$ cat src/rtl/eectl_pkg.sv
// Shared types for the serial EEPROM command controller.
// Assumes a 16-bit EEPROM word and a 2-bit opcode field.
package eectl_pkg;
    localparam int WORD_W = 16;

    typedef enum logic [1:0] {
        OP_MISC  = 2'b00,
        OP_WRITE = 2'b01,
        OP_READ  = 2'b10,
        OP_ERASE = 2'b11
    } ee_op_e;

    typedef enum logic [1:0] {
        SQ_IDLE  = 2'b00,
        SQ_SHIFT = 2'b01,
        SQ_GAP   = 2'b10
    } sq_state_e;
endpackage

$ cat src/rtl/eectl_sk_gen.sv
// Bit-period timer: counts system clocks within one serial-clock period.
// Assumes CLK_DIV is even and at least 2; the count restarts while run is low.
module eectl_sk_gen #(
    parameter int CLK_DIV = 4
) (
    input  logic clk,
    input  logic rst_n,
    input  logic run,
    output logic phase_hi,
    output logic period_end
);
    localparam int CNT_W = (CLK_DIV > 2) ? $clog2(CLK_DIV) : 1;
    localparam int HALF  = CLK_DIV / 2;

    logic [CNT_W-1:0] cnt_q;

    // Advance the period counter while a frame or gap is running.
    always_ff @(posedge clk) begin
        if (!rst_n || !run) begin
            cnt_q <= '0;
        end else if (cnt_q == CNT_W'(CLK_DIV - 1)) begin
            cnt_q <= '0;
        end else begin
            cnt_q <= cnt_q + 1'b1;
        end
    end

    assign phase_hi   = (cnt_q >= CNT_W'(HALF));
    assign period_end = run && (cnt_q == CNT_W'(CLK_DIV - 1));
endmodule

$ cat src/rtl/eectl_shift.sv
// Frame sequencer: shifts start bit, opcode, address and optional data
// out, samples returned data bits, then holds chip select low for one
// bit period. Assumes start is only raised while busy is low.
module eectl_shift
    import eectl_pkg::*;
#(
    parameter int ADDR_W  = 6,
    parameter int CLK_DIV = 4
) (
    input  logic              clk,
    input  logic              rst_n,
    input  logic              start,
    input  ee_op_e            start_op,
    input  logic [ADDR_W-1:0] start_addr,
    input  logic [WORD_W-1:0] tx_word,
    input  logic              ee_do,
    output logic              busy,
    output logic              done,
    output logic [WORD_W-1:0] rx_word,
    output logic              ee_cs,
    output logic              ee_sk,
    output logic              ee_di
);
    localparam int HDR_W   = 3 + ADDR_W;
    localparam int FRAME_W = HDR_W + WORD_W;
    localparam int CNT_W   = $clog2(FRAME_W + 1);

    sq_state_e          state_q;
    logic [FRAME_W-1:0] frame_q;
    logic [CNT_W-1:0]   left_q;
    logic [WORD_W-1:0]  rx_q;
    logic               done_q;
    logic               phase_hi;
    logic               period_end;

    eectl_sk_gen #(.CLK_DIV(CLK_DIV)) u_sk_gen (
        .clk       (clk),
        .rst_n     (rst_n),
        .run       (state_q != SQ_IDLE),
        .phase_hi  (phase_hi),
        .period_end(period_end)
    );

    // Step through idle, shifting and the closing chip-select gap.
    always_ff @(posedge clk) begin
        if (!rst_n) begin
            state_q <= SQ_IDLE;
            frame_q <= '0;
            left_q  <= '0;
            rx_q    <= '0;
            done_q  <= 1'b0;
        end else begin
            done_q <= 1'b0;
            case (state_q)
                SQ_IDLE: begin
                    if (start) begin
                        state_q <= SQ_SHIFT;
                        frame_q <= {1'b1, start_op, start_addr,
                                    (start_op == OP_WRITE) ? tx_word : {WORD_W{1'b0}}};
                        left_q  <= (start_op == OP_READ || start_op == OP_WRITE)
                                   ? CNT_W'(FRAME_W) : CNT_W'(HDR_W);
                    end
                end
                SQ_SHIFT: begin
                    if (period_end) begin
                        frame_q <= {frame_q[FRAME_W-2:0], 1'b0};
                        rx_q    <= {rx_q[WORD_W-2:0], ee_do};
                        left_q  <= left_q - 1'b1;
                        if (left_q == CNT_W'(1)) begin
                            state_q <= SQ_GAP;
                            done_q  <= 1'b1;
                        end
                    end
                end
                SQ_GAP: begin
                    if (period_end) begin
                        state_q <= SQ_IDLE;
                    end
                end
                default: state_q <= SQ_IDLE;
            endcase
        end
    end

    assign busy    = (state_q != SQ_IDLE);
    assign done    = done_q;
    assign rx_word = rx_q;
    assign ee_cs   = (state_q == SQ_SHIFT);
    assign ee_sk   = ee_cs && phase_hi;
    assign ee_di   = ee_cs && frame_q[FRAME_W-1];
endmodule

$ cat src/rtl/eectl.sv
// Host-side serial EEPROM command controller: command and data registers,
// enable latch and command decode around the frame sequencer.
// Assumes ADDR_W <= 12 so the command fields fit in 14 bits.
module eectl
    import eectl_pkg::*;
#(
    parameter int ADDR_W  = 6,
    parameter int CLK_DIV = 4
) (
    input  logic        clk,
    input  logic        rst_n,
    input  logic        cmd_wr,
    input  logic [15:0] cmd_wdata,
    output logic [15:0] cmd_rdata,
    input  logic        data_wr,
    input  logic [15:0] data_wdata,
    output logic [15:0] data_rdata,
    output logic        ee_cs,
    output logic        ee_sk,
    output logic        ee_di,
    input  logic        ee_do
);
    localparam int LO_W  = 2 + ADDR_W;
    localparam int PAD_W = 14 - LO_W;
    localparam int TEST_BIT = 14;

    logic [LO_W-1:0]   cmd_lo_q;
    logic              test_q;
    logic              wr_en_q;
    logic              rd_pend_q;
    logic [WORD_W-1:0] data_q;

    logic              busy;
    logic              done;
    logic [WORD_W-1:0] rx_word;
    logic              accept;
    logic              launch;
    logic              is_enable;
    ee_op_e            op;
    logic [ADDR_W-1:0] addr;

    // Decode the incoming command word and decide whether it starts a frame.
    always_comb begin
        op        = ee_op_e'(cmd_wdata[ADDR_W+1:ADDR_W]);
        addr      = cmd_wdata[ADDR_W-1:0];
        accept    = cmd_wr && !busy;
        is_enable = (op == OP_MISC) && (addr[ADDR_W-1:ADDR_W-2] == 2'b11);
        launch    = accept && ((op == OP_READ) || is_enable ||
                    (((op == OP_WRITE) || (op == OP_ERASE)) && wr_en_q));
    end

    // Hold the command bits, test bit, enable latch and pending-read flag.
    always_ff @(posedge clk) begin
        if (!rst_n) begin
            cmd_lo_q  <= '0;
            test_q    <= 1'b0;
            wr_en_q   <= 1'b0;
            rd_pend_q <= 1'b0;
        end else begin
            if (accept) begin
                cmd_lo_q <= cmd_wdata[LO_W-1:0];
                test_q   <= cmd_wdata[TEST_BIT];
                if (is_enable) begin
                    wr_en_q <= 1'b1;
                end
            end
            if (launch) begin
                rd_pend_q <= (op == OP_READ);
            end else if (done) begin
                rd_pend_q <= 1'b0;
            end
        end
    end

    // Data register: host writes when idle, read result at frame end.
    always_ff @(posedge clk) begin
        if (!rst_n) begin
            data_q <= '0;
        end else if (done && rd_pend_q) begin
            data_q <= rx_word;
        end else if (data_wr && !busy) begin
            data_q <= data_wdata;
        end
    end

    eectl_shift #(.ADDR_W(ADDR_W), .CLK_DIV(CLK_DIV)) u_shift (
        .clk       (clk),
        .rst_n     (rst_n),
        .start     (launch),
        .start_op  (op),
        .start_addr(addr),
        .tx_word   (data_q),
        .ee_do     (ee_do),
        .busy      (busy),
        .done      (done),
        .rx_word   (rx_word),
        .ee_cs     (ee_cs),
        .ee_sk     (ee_sk),
        .ee_di     (ee_di)
    );

    assign cmd_rdata  = {busy, test_q, {PAD_W{1'b0}}, cmd_lo_q};
    assign data_rdata = data_q;
endmodule

$ cat config.mk
export PLATFORM = sky130hd
export DESIGN_NAME = eectl
export DESIGN_NICKNAME = d
export VERILOG_FILES = /design/src/rtl/eectl_pkg.sv /design/src/rtl/eectl_sk_gen.sv /design/src/rtl/eectl_shift.sv /design/src/rtl/eectl.sv
export SDC_FILE = /design/constraint.sdc
export NUM_CORES = 1
export LEC_CHECK = 0
export BUFFER_PORTS_ARGS = -buffer_cell sky130_fd_sc_hd__buf_4
export CAP_MARGIN = 25
export CORE_MARGIN = 2
export CORE_UTILIZATION = 43
export DETAILED_ROUTE_END_ITERATION = 6
export PLACE_DENSITY = 0.61
export SLEW_MARGIN = 20
export SYNTH_ARGS = -nofsm -noshare
export SYNTH_HDL_FRONTEND = slang
export SYNTH_HIERARCHICAL = 1
export SYNTH_SLANG_ARGS = --single-unit
$ cat constraint.sdc
create_clock -name clk -period 2.85 [get_ports clk]
set_clock_uncertainty 0.1 [all_clocks]
set_input_delay 0.285 -clock clk [delete_from_list [all_inputs] [get_ports clk]]
set_output_delay 0.285 -clock clk [all_outputs]
set_load 0.02 [all_outputs]
### Word level (Yosys, flattened, before mapping)

Index checks and enable logic that the tools add are counted.

* register bits: 78
* bits of input ports: 37
* output and inout port bits: 35
* word-level logic and storage cells: 72

* add/subtract/negate cells: 2
* $lt $le $gt $ge: 1
* equal/unequal tests: 12
* mux-type cells: 18
* reductions and logical operators: 28

Operators with widths (count)
* 25-bit two-way mux: 2
* 25-bit case mux with 2 select lines: 1
* 16-bit two-way mux: 3
* 5-bit two-way mux: 3
* 2-bit equality test, second input constant: 5
* 5-bit case mux with 2 select lines: 1
* 1-bit logical AND: 9
* 2-bit two-way mux: 4
* 2-bit nonzero test: 4
* 2-bit inequality test, second input constant: 3
* 2-bit case mux with 3 select lines: 1
* 3-bit AND reduction: 2
* 5-bit by 1-bit equality test with 1-bit output, second input constant: 1
* 1-bit logical OR: 5
* 5-bit by 1-bit subtractor with 5-bit output, second input constant: 1
* 2-bit by 1-bit equality test with 1-bit output, second input constant: 2
* 2-bit logical NOT: 2
* 2-bit AND reduction: 2
* 4-bit AND reduction: 1
* 1-bit two-way mux: 3
* 2-bit by 1-bit adder with 2-bit output, second input constant: 1
* 2-bit greater-or-equal comparator, second input constant: 1
* 1-bit logical NOT: 2
* 2-bit by 1-bit inequality test with 1-bit output, second input constant: 1
* 2-bit OR reduction: 1

### Logic depth before layout (Yosys ltp)

* word-level depth: 7
* depth in mapped cells: 8
* gate-level depth less buffers: 6

### Hierarchy

Netlist, hierarchy kept.

Modules (own cells, without submodules)
* eectl_shift: times used 1, cells each 262, area each 2140.8 um^2, sequential area each 980.9 um^2
* eectl: times used 1, cells each 154, area each 1378.8 um^2, sequential area each 540.5 um^2
* eectl_sk_gen: times used 1, cells each 9, area each 107.6 um^2, sequential area each 40.0 um^2

### Worst setup path after synthesis

No wires, ideal clock.

* path kind: flip-flop to flip-flop
* from: register u_shift.state_q[1]
* to: register u_shift.left_q[2]
* library setup time: 0.079 ns
* arrival: 2.176 ns
* required time: 2.671 ns
* slack: 0.495 ns
* cell stages (with the launch flop): 8
* path buffers: 1
* clock period less this slack: 2.355 ns
* cell sequence: dfxtp_1 -> buf_1 -> or2_2 -> nand2b_1 -> a221oi_1 -> mux2i_2 -> or4_1 -> a211oi_2

* word-level cells in the longest chain between the ends: 6
* elaborated cells on any way between the ends: 12
* classes of those cells: 3 x eq/ne; 1 x mux; 8 x reduce/logical

Ends and longest elaborated chain
* start: declaration: RTL line eectl_shift.sv:28 `sq_state_e state_q;`
* start signal: assignment: RTL line eectl_shift.sv:47 `state_q <= SQ_IDLE;`
* start signal: assignment: RTL line eectl_shift.sv:57 `state_q <= SQ_SHIFT;`
* start signal: assignment: RTL line eectl_shift.sv:70 `state_q <= SQ_GAP;`
* 2-bit nonzero test: RTL line eectl_shift.sv:85 `assign busy = (state_q != SQ_IDLE);`
* named net busy: RTL line eectl.sv:33 `logic busy;`
* 1-bit logical NOT: RTL line eectl.sv:46 `accept = cmd_wr && !busy;`
* 1-bit logical AND: RTL line eectl.sv:46
* 1-bit logical AND: RTL line eectl.sv:48 `launch = accept && ((op == OP_READ) || is_enable ||`
* named net launch: RTL line eectl.sv:37 `logic launch;`
* 2-bit inequality test (no source line)
* 3-bit AND reduction (no source line)
* end signal: assignment: RTL line eectl_shift.sv:60 `left_q <= (start_op == OP_READ || start_op == OP_WRITE)`
* end signal: assignment: RTL line eectl_shift.sv:68 `left_q <= left_q - 1'b1;`
* end: declaration: RTL line eectl_shift.sv:30 `logic [CNT_W-1:0] left_q;`

The timed path passes the listed nets, and every way through them passes these cells.
A chain may end at the register's enable or synchronous reset.

### Worst setup path after layout

* from: register u_shift.state_q[1]
* to: register u_shift.frame_q[8]

* word-level cells in the longest chain between the ends: 6
* elaborated cells on any way between the ends: 12
* classes of those cells: 3 x eq/ne; 1 x mux; 8 x reduce/logical

Ends and longest elaborated chain
* 2-bit nonzero test: RTL line eectl_shift.sv:85
* 1-bit logical NOT: RTL line eectl.sv:46
* 1-bit logical AND: RTL line eectl.sv:46
* 1-bit logical AND: RTL line eectl.sv:48
* named net launch: RTL line eectl.sv:37
* 2-bit inequality test (no source line)
* 3-bit AND reduction (no source line)
* end signal: assignment: RTL line eectl_shift.sv:58 `frame_q <= {1'b1, start_op, start_addr,`
* end signal: assignment: RTL line eectl_shift.sv:66 `frame_q <= {frame_q[FRAME_W-2:0], 1'b0};`
* end: declaration: RTL line eectl_shift.sv:29 `logic [FRAME_W-1:0] frame_q;`

The timed path passes the listed nets, and every way through them passes these cells.

==> impl_metrics.toml <==
[timing]
setup_ws_ns = 0.2481
period_minus_slack_ns = 2.602
hold_viol = 0
fmax_ghz = 0.3843
hold_ws_ns = 0.08605
setup_viol = 0
timing.final.crit_share_pct = 91.29
relSlewSlack_pct = 45.69
rsz0062_at_grt = "false"
tightest_slew_ns = 0.8137
slew_viol_final = 0
tns_ns = 0

[global_route]
grt_pass1_vias = 2756
grt_usage_pct = 19.28
grt.overflow.total = 0
grt_pass1_wl_mm = 13.88
antenna_found_initial = 0
grt_max_degree = 46

[synthesis]
syn_area_sq_mm = 0.003627
ys_types = 55
yosysWarnings = 6
synth-seq-cells = 78
ys.flop_type = "dfxtp_1"
netlist_instances = 425
synth_edf_count = 0
async_flop_share_pct = 0
avgSynthCellArea_sq_um = 8.535
seq_area_frac_synth_pct = 43.05

[power]
p_total_mw = 2.482
p_leak_nw = 1.591
p_per_area_mw_per_mm2 = 594.3
vdd_ir_drop_max_mv = 0.2053

[placement]
hpwl_mm = 5.648
dp_slack_ns = 0.3135
dpl_cell_area_sq_mm = 0.003955
dp.cells = 556
numPortBuffers = 58
gp_congestion = 0.7800

[finish]
mostFrequentLayoutCells = "nand2_1, dfxtp_1, buf_4, a21oi_1, a311oi_1"
final_common_cell = "nand2_1"
final_nets = 504
utilization_pct = 50.81
drive_gt1_share_pct = 22.27
syn2layout_area_growth_pct = 15.11
n_fill_cell = 794
final_cell_area_sq_mm = 0.004175
final_cells = 572
diodes = 0

[clock_network]
postCtsSetupBuffers = 0
htreeDepth = 3
cts.clk_slew.worst_paths_ns = 0.08
numCtsBuffers = 9
clock_latency_ns = 0.35
ctsRootBufferMaster = "clkbuf_8"
cts_resized = 0
cts_tree = "done"
cts_num_sinks = 78
cts.path.max_buffers = 2
cts_hold_buf = 0

[die]
die_area_sq_mm = 0.009186
dieWidth_um = 95.85
core-area_sq_mm = 0.008217
rows = 33
initial_core_util_pct = 44.14
die_h_um = 95.85
io_pins = 72

[critical_path]
crit_type = "register to register"
cp.required_ns = 2.99
start_kind = "register"
endpoint_kind = "register"
cp_max_fo = 25
slowest_delay_ns = 0.48
path_buf_inv = 1
crit_arrival_ns = 2.74
cp_slowest_cell = "mux2_2"
cp_cell_sequence = "or2_2, nand2b_1, a221oi_1, buf_4, mux2_2, a21oi_1, a311oi_1"
crit_family = "compound AO/OA/AOI/OAI gates"

[route]
wire_per_inst_um = 15.23
drt_iter0_markers = 155
dr.pass1.iters = 4
drt_wl_total_mm = 8.713
viasPerCell = 5.430
remaining_drc_errors = 0
ant_nets = 0
vias = 3106

[min_path]
hp-class = "input port to register"

[run]
drv_cap = 0

[run_status]
status = "finished, final reports clean"
-- layer usage --
metal  share of wire (%)  wire length [um]  global-route usage (%)
met1                  48              4212                   27.37
met2                  48              4154                   29.49
met3                 3.4               292                   3.994
met4                0.62                54                   5.714
met5                   0                 0                       0
-- path summary, 6_finish.rpt --
path | from | end | slack [ns] | cells past startpoint
worst max register to register | u_shift/state_q[1]$_SDFFE_PN0P_ | u_shift/frame_q[8]$_SDFFE_PN0P_ | 0.25 | 7
worst min register to register | u_shift/rx_word[1]$_SDFFE_PN0P_ | u_shift/rx_word[2]$_SDFFE_PN0P_ | 0.37 | 2
worst max-delay path | u_shift/state_q[1]$_SDFFE_PN0P_ | u_shift/frame_q[8]$_SDFFE_PN0P_ | 0.25 | 7
worst min-delay path | ee_do | u_shift/rx_word[0]$_SDFFE_PN0P_ | 0.09 | 3
-- power by group --
group	leakage, nW	total (mW)	internal (mW)	switching (mW)
combinational	0.839	0.354	0.149	0.206
clock	0.114	0.928	0.498	0.430
sequential	0.638	1.20	1.15	0.0478
-- cell usage after synthesis (3+ instances only) --
cell / instances / area [sq um]
nand2_1: 115 / 431.7
dfxtp_1: 78 / 1562
a21oi_1: 45 / 225.2
a311oi_1: 24 / 210.2
nand3_1: 18 / 90.09
o31ai_1: 17 / 127.6
clkbuf_1: 12 / 45.04
a31oi_2: 10 / 125.1
buf_2: 10 / 50.05
a21boi_0: 9 / 67.56
buf_4: 9 / 67.56
inv_1: 7 / 26.28
a31oi_1: 5 / 31.28
ha_1: 5 / 62.56
buf_6: 4 / 45.04
clkbuf_8: 4 / 55.05
nand2b_1: 3 / 18.77
o21ai_0: 3 / 15.01
-- cell type report --
| cell class | count | area [sq um] | area share (%) |
|---|---|---|---|
| clock buffers | 9 | 123.9 | 2.967 |
| clock inverters | 7 | 96.34 | 2.307 |
| inverters | 9 | 35.03 | 0.8391 |
| multi-input cells | 300 | 1747 | 41.83 |
| flip-flops and latches | 78 | 1562 | 37.40 |
| well taps | 105 | 131.4 | 3.147 |
| repair buffers | 64 | 480.5 | 11.51 |
-- worst register-to-register path, delay by kind of cell (launching register included) --
family / cells / cell delay (ns)
AO/OA/AOI/OAI: 3 / 0.72
AND/OR/NAND/NOR: 2 / 0.57
multiplexers: 1 / 0.49
flip-flops: 1 / 0.44
buffers and inverters: 1 / 0.19
-- state kept, by name (all words and copies together) (netlist names) --
| name | flops |
|---|---|
| cmd_lo_q | 8 |
| u_shift/u_sk_gen/cnt_q | 2 |
| wr_en_q | 1 |
| rd_pend_q | 1 |
| u_shift/done | 1 |
| test_q | 1 |
| u_shift/rx_word | 16 |
| u_shift/state_q | 2 |
| u_shift/frame_q | 25 |
| u_shift/left_q | 5 |
| data_rdata | 16 |
-- cell families (layout without fill, tap and decap cells) --
| group | Yosys count | count (layout) | synth area share [%] |
|---|---|---|---|
| compound gates | 122 | 122 | 24.25 |
| fa+ha+maj | 5 | 5 | 1.725 |
| buf+inv | 52 | 89 | 9.313 |
| flops | 78 | 78 | 43.05 |
| mux | 3 | 3 | 0.9658 |
| other cells | 1 | 6 | 0.1034 |
| simple gates | 164 | 164 | 20.59 |
Note: power is estimated with default switching activity, not from simulation.
